$ cat src/rtl/asram_ctrl.sv
module asram_ctrl #(
  parameter int AW     = 17,
  parameter int DW     = 24,
  parameter int CLK_PS = 5000,
  parameter int WC_PS  = 10000,
  parameter int AWE_PS = 8000,
  parameter int PWE_PS = 8000,
  parameter int DS_PS  = 5000,
  parameter int WZ_PS  = 3500,
  parameter int AA_PS  = 10000
) (
  input  logic          clk,
  input  logic          rst_n,
  input  logic          req,
  input  logic          req_wr,
  input  logic [AW-1:0] req_addr,
  input  logic [DW-1:0] req_wdata,
  output logic          ready,
  output logic          rd_valid,
  output logic [DW-1:0] rd_data,
  output logic [AW-1:0] mem_addr,
  output logic          mem_ce_n,
  output logic          mem_ce,
  output logic          mem_we_n,
  output logic          mem_oe_n,
  output logic [DW-1:0] mem_dq_out,
  output logic          mem_dq_oe,
  input  logic [DW-1:0] mem_dq_in
);

  function automatic int cyc(input int ps);
    int c;
    c = (ps + CLK_PS - 1) / CLK_PS;
    return (c < 1) ? 1 : c;
  endfunction

  localparam int PWE_C  = cyc(PWE_PS);
  localparam int ASU_C  = cyc(AWE_PS);
  localparam int GRD_C  = cyc(WZ_PS);
  localparam int DS_C   = cyc(DS_PS);
  localparam int WC_C   = cyc(WC_PS);
  localparam int RD_C   = cyc(AA_PS);
  localparam int W1_C   = (PWE_C > ASU_C) ? PWE_C : ASU_C;
  localparam int WL_C   = (W1_C > GRD_C + DS_C) ? W1_C : GRD_C + DS_C;
  localparam int TW_C   = (WC_C > WL_C) ? WC_C : WL_C + 1;
  localparam int TR_C   = (WC_C > RD_C) ? WC_C : RD_C + 1;
  localparam int TMAX_C = (TW_C > TR_C) ? TW_C : TR_C;
  localparam int CW     = $clog2(TMAX_C + 1);

  localparam logic [CW-1:0] WL_V    = CW'(WL_C);
  localparam logic [CW-1:0] RD_V    = CW'(RD_C);
  localparam logic [CW-1:0] GRD_V   = CW'(GRD_C);
  localparam logic [CW-1:0] TW_LAST = CW'(TW_C - 1);
  localparam logic [CW-1:0] TR_LAST = CW'(TR_C - 1);
  localparam logic [CW-1:0] RD_LAST = CW'(RD_C - 1);

  logic          busy, op_wr;
  logic [CW-1:0] cnt;
  logic          busy_nx, wr_nx, act_nx;
  logic [CW-1:0] cnt_nx;

  assign ready = !busy;

  always_comb begin
    busy_nx = busy;
    wr_nx   = op_wr;
    cnt_nx  = cnt;
    if (!busy) begin
      cnt_nx = '0;
      if (req) begin
        busy_nx = 1'b1;
        wr_nx   = req_wr;
      end
    end else if (cnt == (op_wr ? TW_LAST : TR_LAST)) begin
      busy_nx = 1'b0;
      cnt_nx  = '0;
    end else begin
      cnt_nx = cnt + 1'b1;
    end
    act_nx = busy_nx && (cnt_nx < (wr_nx ? WL_V : RD_V));
  end

  always_ff @(posedge clk) begin
    if (!rst_n) begin
      busy       <= 1'b0;
      op_wr      <= 1'b0;
      cnt        <= '0;
      mem_addr   <= '0;
      mem_dq_out <= '0;
      mem_ce_n   <= 1'b1;
      mem_ce     <= 1'b0;
      mem_we_n   <= 1'b1;
      mem_oe_n   <= 1'b1;
      mem_dq_oe  <= 1'b0;
      rd_valid   <= 1'b0;
      rd_data    <= '0;
    end else begin
      busy  <= busy_nx;
      op_wr <= wr_nx;
      cnt   <= cnt_nx;
      if (!busy && req) begin
        mem_addr   <= req_addr;
        mem_dq_out <= req_wdata;
      end
      mem_ce_n  <= !act_nx;
      mem_ce    <= act_nx;
      mem_we_n  <= !(act_nx && wr_nx);
      mem_oe_n  <= !(act_nx && !wr_nx);
      mem_dq_oe <= act_nx && wr_nx && (cnt_nx >= GRD_V);
      rd_valid  <= busy && !op_wr && (cnt == RD_LAST);
      if (busy && !op_wr && (cnt == RD_LAST))
        rd_data <= mem_dq_in;
    end
  end

endmodule


$ cat config.mk
export PLATFORM = sky130hd
export DESIGN_NAME = asram_ctrl
export DESIGN_NICKNAME = d
export VERILOG_FILES = /design/src/rtl/asram_ctrl.sv
export SDC_FILE = /design/constraint.sdc
export NUM_CORES = 1
export LEC_CHECK = 0
export BUFFER_PORTS_ARGS = -buffer_cell sky130_fd_sc_hd__buf_2
export CAP_MARGIN = 0
export CORE_MARGIN = 10
export CORE_UTILIZATION = 49
export DETAILED_ROUTE_END_ITERATION = 8
export PLACE_DENSITY = 0.82
export SETUP_SLACK_MARGIN = 0.3
export SYNTH_ARGS = -nofsm -noshare
export SYNTH_HDL_FRONTEND = slang
export SYNTH_SLANG_ARGS = --single-unit
$ cat constraint.sdc
create_clock -name clk -period 2.12 [get_ports clk]
set_clock_uncertainty 0.15 [all_clocks]
set_input_delay 0.106 -clock clk [delete_from_list [all_inputs] [get_ports clk]]
set_output_delay 0.106 -clock clk [all_outputs]
set_load 0.03 [all_outputs]
## Word level (Yosys, flattened, before mapping)

Index checks and enable logic that the tools add are counted.
Widths: inputs -> output; s select.

- Register bits after elaboration: 75
- Output and inout port bits: 72
- Word-level logic and storage cells: 37

- Add/subtract/negate cells: 1
- Order comparisons: 2
- Equal/unequal tests: 2
- Muxes and demuxes: 7
- Reduce and logical (&&, ||, !) cells: 13

Operators by type and width:

| operator | count |
|---|---|
| $logic_and 1x1->1 | 7 |
| $logic_not 1->1 | 6 |
| $mux 1 | 5 |
| $mux 2 | 2 |
| $add 2x1->2 const B | 1 |
| $eq 2x1->1 const B | 1 |
| $eq 2x2->1 const B | 1 |
| $ge 2x1->1 const B | 1 |
| $lt 2x2->1 const B | 1 |

## Logic depth before layout (Yosys ltp)

Gate-level depths: netlist (run 1).

- Word-level depth: 7
- Mapped depth: 5

## Worst setup path before layout (run 1)

OpenSTA, ideal clock, no wires.

- Path type: register to register
- Start point: register op_wr
- End point: register rd_data[14]
- Library setup time: 128 ps
- Arrival time: 984 ps
- Required time: 1842 ps
- Slack: 858 ps
- Cell stages (with the launch flop): 4
- Buffers on the path: 1
- Period minus slack after synthesis: 1262 ps
- Cell sequence: dfxtp_1 > and4bb_4 > clkbuf_2 > o21ai_0

- Longest elaborated chain between the ends: 3

RTL lines:

| item | RTL line | text |
|---|---|---|
| start, declared | 57 | `logic busy, op_wr;` |
| start signal, assigned | 99 | `op_wr <= wr_nx;` |
| $logic_not 1->1 | 111 | `if (busy && !op_wr && (cnt == RD_LAST))` |
| $logic_and 1x1->1 (2 in a row) | 111 |  |
| end signal, assigned | 112 | `rd_data <= mem_dq_in;` |
| end, declared | 20 | `output logic [DW-1:0] rd_data,` |

No other way between the ends.
A chain may end at the register's enable or synchronous reset.

## Worst setup path after layout (run 1)

- Start point: register busy
- End point: register rd_data[15]

- Longest elaborated chain between the ends: 2

RTL lines:

| item | RTL line | text |
|---|---|---|
| start, declared | 57 |  |
| start signal, assigned | 98 | `busy <= busy_nx;` |
| $logic_and 1x1->1 (2 in a row) | 111 |  |

No other way between the ends.

==> metrics.cfg, run 1 <==
[sta]
slew_violations = 0
setup_viol = 0
tightestPinTransition_ps = 467
hold_violations = 0
rsz0062_at_grt = no
min_period_ps = 1570
period_share = 0.739
fmax_ghz = 0.638
relSlewSlack = 0.689
setup_tns_ps = 0

[yosys]
yosys_warnings = 0
synth.distinct_cells = 26
yosys_most_used_dff = dfxtp_1
seq_area_frac_synth = 0.529
synth_nets = 386
synth_edf_count = 0
synth-seq-cells = 75
synth_area_sq_um = 2840
syn_inst = 317
avgSynthCellArea_sq_um = 8.96
async_reset_ff_frac = 0

[setup_path]
crit_type = reg2reg
r2r-end = rd_data[15]$_SDFFE_PN0P_
critPathCaptureType = flop
regToRegStartpoint = busy$_SDFF_PN0_
worstSetupStartpoint = busy$_SDFF_PN0_
crit_fanout = 30
critPathRequiredTime_ps = 2240
r2r_cells = 4
critPathArrivalTime_ps = 1680
r2r_slack_ps = 550
critPathLaunchType = flop

[cells_and_area]
final_cell_mix = buf_2, nand2_1, dfxtp_1
layout_commonest_cell = buf_2
final_nets = 586
diodes = 0
fillers = 376
fin_cells = 594
area_delta_synth_final_pct = 55.0
drive_gt1_frac = 0.352
final_area_sq_um = 4400

[global_route]
grt_usage = 0.204
antenna_found_initial = 0
grt_max_degree = 48
overflow = 0
grt_pass1_wl_microns = 14900
grt_pass1_vias = 2982

[detailed_routing]
vias_per_cell = 4.88
drc = 0
wl_microns = 9630
wl_per_cell_microns = 16.2
first_iter_violations = 107
vias = 2898
drtAntennaViolNets = 0
dr.pass1.iters = 4

[power]
seqPwrFrac = 0.484
p_switching_mw = 0.846
swShare = 0.271
p_comb_frac = 0.174
p_int_mw = 2.27
p_leak_nw = 2.01
pwr-share-clk = 0.342
p_per_area_nw_per_um2 = 709
vdd_drop_max_uv = 391

[die]
die-width_microns = 96.1
ios = 141
num_rows = 27
die_h_microns = 96.1
start_util = 0.510
core_sq_um = 5570
die_area_sq_um = 9240

[placement]
numPortBuffers = 140
place_hpwl_microns = 5710
postPlaceCellArea_sq_um = 3540
place_inst = 511
finalWeightedCongestion = 0.771

[clock_network]
ctsResizeCount = 0
htreeDepth = 3
clock_sinks = 75
clk_pin_slew_worst_paths_ps = 80
clk_latency_ps = 330
cts_tree = built
cts_buffers = 9
root_buffer = clkbuf_8
clock_path_buffers = 2

[run_status]
status = finished, final reports clean

[job]
cap_violations = 0

[hold_path]
min_to = mem_addr[16]$_SDFFE_PN0P_
holdPathStages = 5
hold_path.startpoint = req
hold_path_class = in2reg

power groups by stage:
stage          clock network (mW)  logic [mW]  registers [mW]
2_1_floorplan                   0       0.157            1.66
3_3_place_gp                    0       0.429            1.54
3_5_place_dp                    0       0.435            1.54
4_1_cts                      1.09       0.532            1.51
5_1_grt                      1.15       0.583            1.52
6_report                     1.07       0.542            1.51
cells by family (layout without fill, tap and decap cells):
| logic type | after synthesis | count (layout) | synth area share |
|---|---|---|---|
| flip-flops | 75 | 75 | 0.529 |
| buffers and inverters | 27 | 232 | 0.0595 |
| multiplexers | 1 | 1 | 0.00352 |
| XOR/XNOR | 1 | 1 | 0.00308 |
| AO/OA/AOI/OAI | 70 | 70 | 0.176 |
| AND/OR/NAND/NOR | 143 | 143 | 0.229 |
worst max path at each step:
stage | slack (ps) | endpoint
after global routing | 440 | rd_data[18]$_SDFFE_PN0P_
after detailed placement | 580 | rd_data[20]$_SDFFE_PN0P_
after floorplan | 860 | rd_data[14]$_SDFFE_PN0P_
after CTS | 570 | rd_data[20]$_SDFFE_PN0P_
after global placement | 650 | rd_data[23]$_SDFFE_PN0P_
final | 550 | rd_data[15]$_SDFFE_PN0P_
worst max-delay path, cell delays in order (launching register included):
cell	delay [ps]
dfxtp_1	440
and4bb_4	450
buf_12	240
nand3_1	120
o21ai_0	100
routing by layer:
layer / vias to the layer above / track usage / wire (microns)
met5: - / 0 / 0
li1: 1438 / - / -
met4: 0 / 0.0823 / 195
met1: 1315 / 0.221 / 3700
met2: 126 / 0.337 / 4540
met3: 19 / 0.0973 / 1190
cell usage after synthesis (2+ instances only):
cell | number | share of area
buf_2 | 9 | 0.016
dfxtp_1 | 75 | 0.53
o21ai_2 | 10 | 0.031
o21ai_1 | 6 | 0.011
inv_1 | 2 | 0.0026
a21boi_1 | 8 | 0.021
o21ai_0 | 9 | 0.016
nand2_1 | 109 | 0.14
clkbuf_2 | 2 | 0.0035
buf_6 | 2 | 0.0079
clkbuf_1 | 5 | 0.0066
nor2b_1 | 5 | 0.011
buf_4 | 6 | 0.016
nand3_2 | 10 | 0.035
nand3_1 | 15 | 0.026
a21boi_0 | 34 | 0.090
registers in the layout, summed over array words and instances (netlist names):
name / flops
op_wr: 1
mem_ce_n: 1
mem_ce: 1
busy: 1
mem_oe_n: 1
rd_valid: 1
mem_dq_oe: 1
rd_data: 24
cnt: 2
mem_addr: 17
mem_dq_out: 24
mem_we_n: 1
layout make-up:
class                   instances  area (sq um)  area share
clock buffers                  11           141      0.0321
flip-flops and latches         75          1500       0.341
repair buffers                214          1440       0.326
clock inverters                 5          52.6      0.0119
well taps                      72          90.1      0.0205
multi-input cells             215          1170       0.266
inverters                       2          7.51     0.00171
metrics by stage:
stage                     setup WS [ps]  power, mW  utilization  hold slack, ps
after floorplan                     858       1.82            -            75.1
after global placement              645       1.97        0.635             168
after detailed placement            585       1.98        0.635             177
after CTS                           572       3.13        0.790             115
after global routing                438       3.25        0.790             148
final                               552       3.12        0.790             129
what timing repair did:
item,CTS,global route
hold endpoints to repair,72,0
hold buffers,67,0
setup buffers,0,0
Power figures use the tool's default switching activity.
==> inputs of run 2 (changes only) <==
CORE_UTILIZATION = 41   (was 49)
PLACE_DENSITY = 0.73   (was 0.82)
clock period = 1.25 ns   (was 2.12 ns; I/O delays follow)
==> run 2 against run 1 <==
  * The run now ends with negative setup slack left
  * Non-clock buffer count increased by 49
  * Sequential cell count unchanged
  * First-iteration DRC count increased by 24%
  * Power increased by 100%
  * Clock-buffer cell count increased by 1
  * Global-route usage about the same
  * Largest cell class is now non-clock buffers
  * Sequential power increased by 74%
  * Combinational power increased to 2.8 times the previous value
==> metrics.cfg, run 2 (synthesized netlist as in run 1, its figures left out) <==
[run_status]
status = complete, but fails checks
violations = negative setup slack

[sta]
hold_violations = 0
min_period_ps = 1390
final.setup.worst_slack_ps = -139
setup_tns_ps = -3150
slew_violations = 0
rsz0062_at_grt = yes
relSlewSlack = 0.779
fmax_ghz = 0.720
period_share = 1.11
tightestPinTransition_ps = 332
setup_viol = 60

[job]
cap_violations = 0

[cells_and_area]
fin_cells = 651
utilization = 0.887
diodes = 0
final_cell_mix = buf_6, nand2_1, dfxtp_2, buf_2, dlygate4sd3_1
layout_commonest_cell = buf_6
drive_gt1_frac = 0.676
final_nets = 635
final_area_sq_um = 5990
area_delta_synth_final_pct = 111
reg.largest.list = mem_dq_out (24), rd_data (24), mem_addr (17)

[detailed_routing]
wl_microns = 13700
dr.pass1.iters = 4
wl_per_cell_microns = 21.1
drtAntennaViolNets = 0
first_iter_violations = 133
vias_per_cell = 5.20
drc = 0
vias = 3387

[setup_path]
slowest_stage = dfxtp_4
path_cells = buf_6, nand2b_4, clkbuf_16, nand2_2, a21boi_1
crit_family = flip-flops
crit_fanout = 7
crit_type = reg2reg
critPathLaunchType = flop
critPathCaptureType = flop
worst-path-buf-inv = 2
critPathRequiredTime_ps = 1360
r2r_slack_ps = -140
cpPeakStageDelay_ps = 380
critPathArrivalTime_ps = 1500

[power]
p_per_area_nw_per_um2 = 1040
vdd_drop_max_uv = 703
p_leak_nw = 2.62

[global_route]
overflow = 0
grt_usage = 0.204
antenna_found_initial = 0
grt_max_degree = 36
grt_pass1_vias = 3289
grt_pass1_wl_microns = 16800

[die]
die-width_microns = 103
die_area_sq_um = 10700
ios = 141
num_rows = 30
die_h_microns = 103
start_util = 0.420
core_sq_um = 6760

[placement]
place_inst = 527
place_hpwl_microns = 5860
finalWeightedCongestion = 0.744
place_ws_ps = 3.82
postPlaceCellArea_sq_um = 3710
numPortBuffers = 140

[clock_network]
clock_path_buffers = 2
clk_pin_slew_worst_paths_ps = 80
cts_buffers = 9
htreeDepth = 3
clock_sinks = 75
cts_tree = built
clk_latency_ps = 340
root_buffer = clkbuf_8

[hold_path]
hold_path_class = in2reg

-- run 2: area by class of cell --
type / instances / area [sq um]
multi-input cells: 215 / 1580
fillers: 246 / 764
flip-flops and latches: 75 / 1610
inverters: 2 / 10.0
clock inverters: 4 / 72.6
repair buffers: 263 / 2460
well taps: 80 / 100
clock buffers: 12 / 155
-- run 2: metrics by stage --
| step | hold slack [ps] | total power [mW] |
|---|---|---|
| floorplan | 31.6 | 3.13 |
| finish | 74.1 | 6.25 |
| global placement | 127 | 3.41 |
| CTS | 62.3 | 5.92 |
| global route | 82.9 | 6.44 |
| detailed placement | 135 | 3.42 |
-- run 2: per-layer routing --
metal | GRT usage | vias up | share of wire
li1 | - | 1544 | -
met1 | 0.196 | 1610 | 0.34
met2 | 0.373 | 181 | 0.53
met3 | 0.0744 | 52 | 0.084
met4 | 0.107 | 0 | 0.051
met5 | 0 | - | 0
-- run 2: power breakdown --
| group | internal, mW | total [mW] | switching (mW) |
|---|---|---|---|
| Clock | 1.23 | 2.13 | 0.898 |
| Combinational | 0.760 | 1.50 | 0.739 |
| Sequential | 2.52 | 2.62 | 0.104 |
| Total | 4.51 | 6.25 | 1.74 |
-- run 2: timing repair --
action | in CTS | in global routing
gates cloned | 2 | 5
gates resized for setup | 244 | 87
hold endpoints to repair | 71 | 0
buffers inserted | 5 | 29
hold buffers | 67 | 0
pin swaps | 21 | 67
setup endpoints to repair | 146 | 147
-- run 2: final timing paths --
kind                                start                  endpoint  cells after the start
hold / removal                      rst_n   rd_data[2]$_SDFFE_PN0P_                      4
setup / recovery          busy$_SDFF_PN0_  mem_addr[4]$_SDFFE_PN0P_                      5
setup reg to reg          busy$_SDFF_PN0_  mem_addr[4]$_SDFFE_PN0P_                      5
hold reg to reg   rd_data[7]$_SDFFE_PN0P_   rd_data[7]$_SDFFE_PN0P_                      2
-- run 2: worst min-delay path, cell delays in order --
cell	delay, ps
buf_2	140
buf_12	190
nand3_4	90
o21ai_2	40
==> inputs of run 3 (changes only) <==
BUFFER_PORTS_ARGS = -buffer_cell sky130_fd_sc_hd__buf_4   (was -buffer_cell sky130_fd_sc_hd__buf_2)
==> run 3 against run 2 <==
  * The flow finishes with violations (negative hold slack, negative setup slack)
  * Clock-buffer cell count unchanged
  * First-iteration DRC count up 100%
  * Critical path depth unchanged
  * Via count up 15%
  * Sequential share of layout area down 2.1 points
  * Worst setup slack worse by 63 ps
  * Critical endpoint is now mem_dq_out[1]$_SDFFE_PN0P_
  * Largest cell class unchanged
  * Largest power group unchanged
==> metrics.cfg, run 3 (synthesized netlist as in run 1, its figures left out) <==
[clock_network]
ctsHoldBuffers = 66
clock_sinks = 75
root_buffer = clkbuf_8
htreeDepth = 3
clk_latency_ps = 370
cts_buffers = 9
clock_path_buffers = 2
cts_tree = built
clk_pin_slew_worst_paths_ps = 90

[placement]
numPortBuffers = 140
finalWeightedCongestion = 0.734
place_hpwl_microns = 6230

[setup_path]
critPathCaptureType = flop
worst-path-buf-inv = 2
cpPeakStageDelay_ps = 390
path_cells = nor2b_4, buf_12, clkbuf_16, nand2_4, a21boi_2
slowest_stage = dfxtp_4
crit_fanout = 8
critPathArrivalTime_ps = 1580
crit_type = reg2reg
critPathRequiredTime_ps = 1380
crit_family = flip-flops
critPathLaunchType = flop

[sta]
period_share = 1.16
holdWs_ps = -146
rsz0062_at_grt = yes
min_period_ps = 1450
tightestPinTransition_ps = 485
hold_violations = 6
setup_viol = 72
final.setup.worst_slack_ps = -202
slew_violations = 0
relSlewSlack = 0.674
fmax_ghz = 0.689

[die]
die_h_microns = 103
ios = 141
num_rows = 30
core_sq_um = 6760
die-width_microns = 103
die_area_sq_um = 10700
start_util = 0.420

[cells_and_area]
final_cell_mix = buf_4, buf_6, dlygate4sd3_1
fillers = 112
layout_commonest_cell = buf_4
utilization = 0.971
area_delta_synth_final_pct = 131
final_nets = 655
drive_gt1_frac = 0.748
reg.largest.list = mem_dq_out (24), rd_data (24), mem_addr (17)

[job]
cap_violations = 0

[run_status]
status = complete, but fails checks
violations = negative hold slack, negative setup slack

[detailed_routing]
vias_per_cell = 5.75
wl_microns = 19300
drc = 0
first_iter_violations = 269
dr.pass1.iters = 5
vias = 3886
wl_per_cell_microns = 28.6
drtAntennaViolNets = 0

[power]
vdd_drop_max_uv = 873
p_per_area_nw_per_um2 = 1020
p_leak_nw = 2.94

[global_route]
grt_pass1_wl_microns = 19400
grt_max_degree = 61
grt_pass1_vias = 3613
overflow = 0
grt_usage = 0.236
antenna_found_initial = 4

[hold_path]
hold_path_class = in2reg

[run 3: path summary, 6_finish.rpt]
path | startpoint | end | slack [ps] | cells past startpoint
worst max-delay path | busy$_SDFF_PN0_ | mem_dq_out[1]$_SDFFE_PN0P_ | -200 | 5
worst min-delay path | rst_n | mem_ce_n$_SDFF_PN1_ | -150 | 2
worst max register to register | busy$_SDFF_PN0_ | mem_dq_out[1]$_SDFFE_PN0P_ | -200 | 5
worst min register to register | rd_data[13]$_SDFFE_PN0P_ | rd_data[13]$_SDFFE_PN0P_ | 330 | 2
[run 3: stage by stage]
stage	worst slack (ps)	cell area [sq um]	setup TNS, ps	std cells	power [mW]
6_report	-202	6560	-6430	676	6.68
5_1_grt	-184	6550	-7880	674	6.77
4_1_cts	-23.7	5770	-211	634	6.01
3_5_place_dp	-39.6	4070	-42.9	526	3.56
3_3_place_gp	26.8	4070	0	526	3.54
2_1_floorplan	0.804	2930	0	317	3.13
[run 3: cell type report]
cell class              count  area, sq um  area share
inverters                   2         10.0     0.00153
repair buffers            283         2860       0.436
flip-flops and latches     75         1630       0.248
well taps                  80          100      0.0153
multi-input cells         215         1730       0.264
diodes                      5         12.5     0.00191
clock buffers              12          165      0.0252
clock inverters             4         47.5     0.00725
[run 3: power breakdown]
group | switching [mW] | internal, mW
Combinational | 0.922 | 0.959
Sequential | 0.121 | 2.51
Clock | 1.08 | 1.08
Total | 2.13 | 4.55
[run 3: what timing repair did]
action | CTS | global route
setup buffers | 23 | 32
gates cloned | 3 | 5
hold endpoints to repair | 73 | 7
pin swaps | 41 | 55
setup endpoints to repair | 147 | 147
gates resized for setup | 218 | 106
[run 3: layer usage]
layer	global-route usage	part of all wire	wire length [microns]
met1	0.228	0.34	6530
met2	0.430	0.50	9710
met3	0.0831	0.099	1920
met4	0.126	0.060	1160
met5	0	0	0
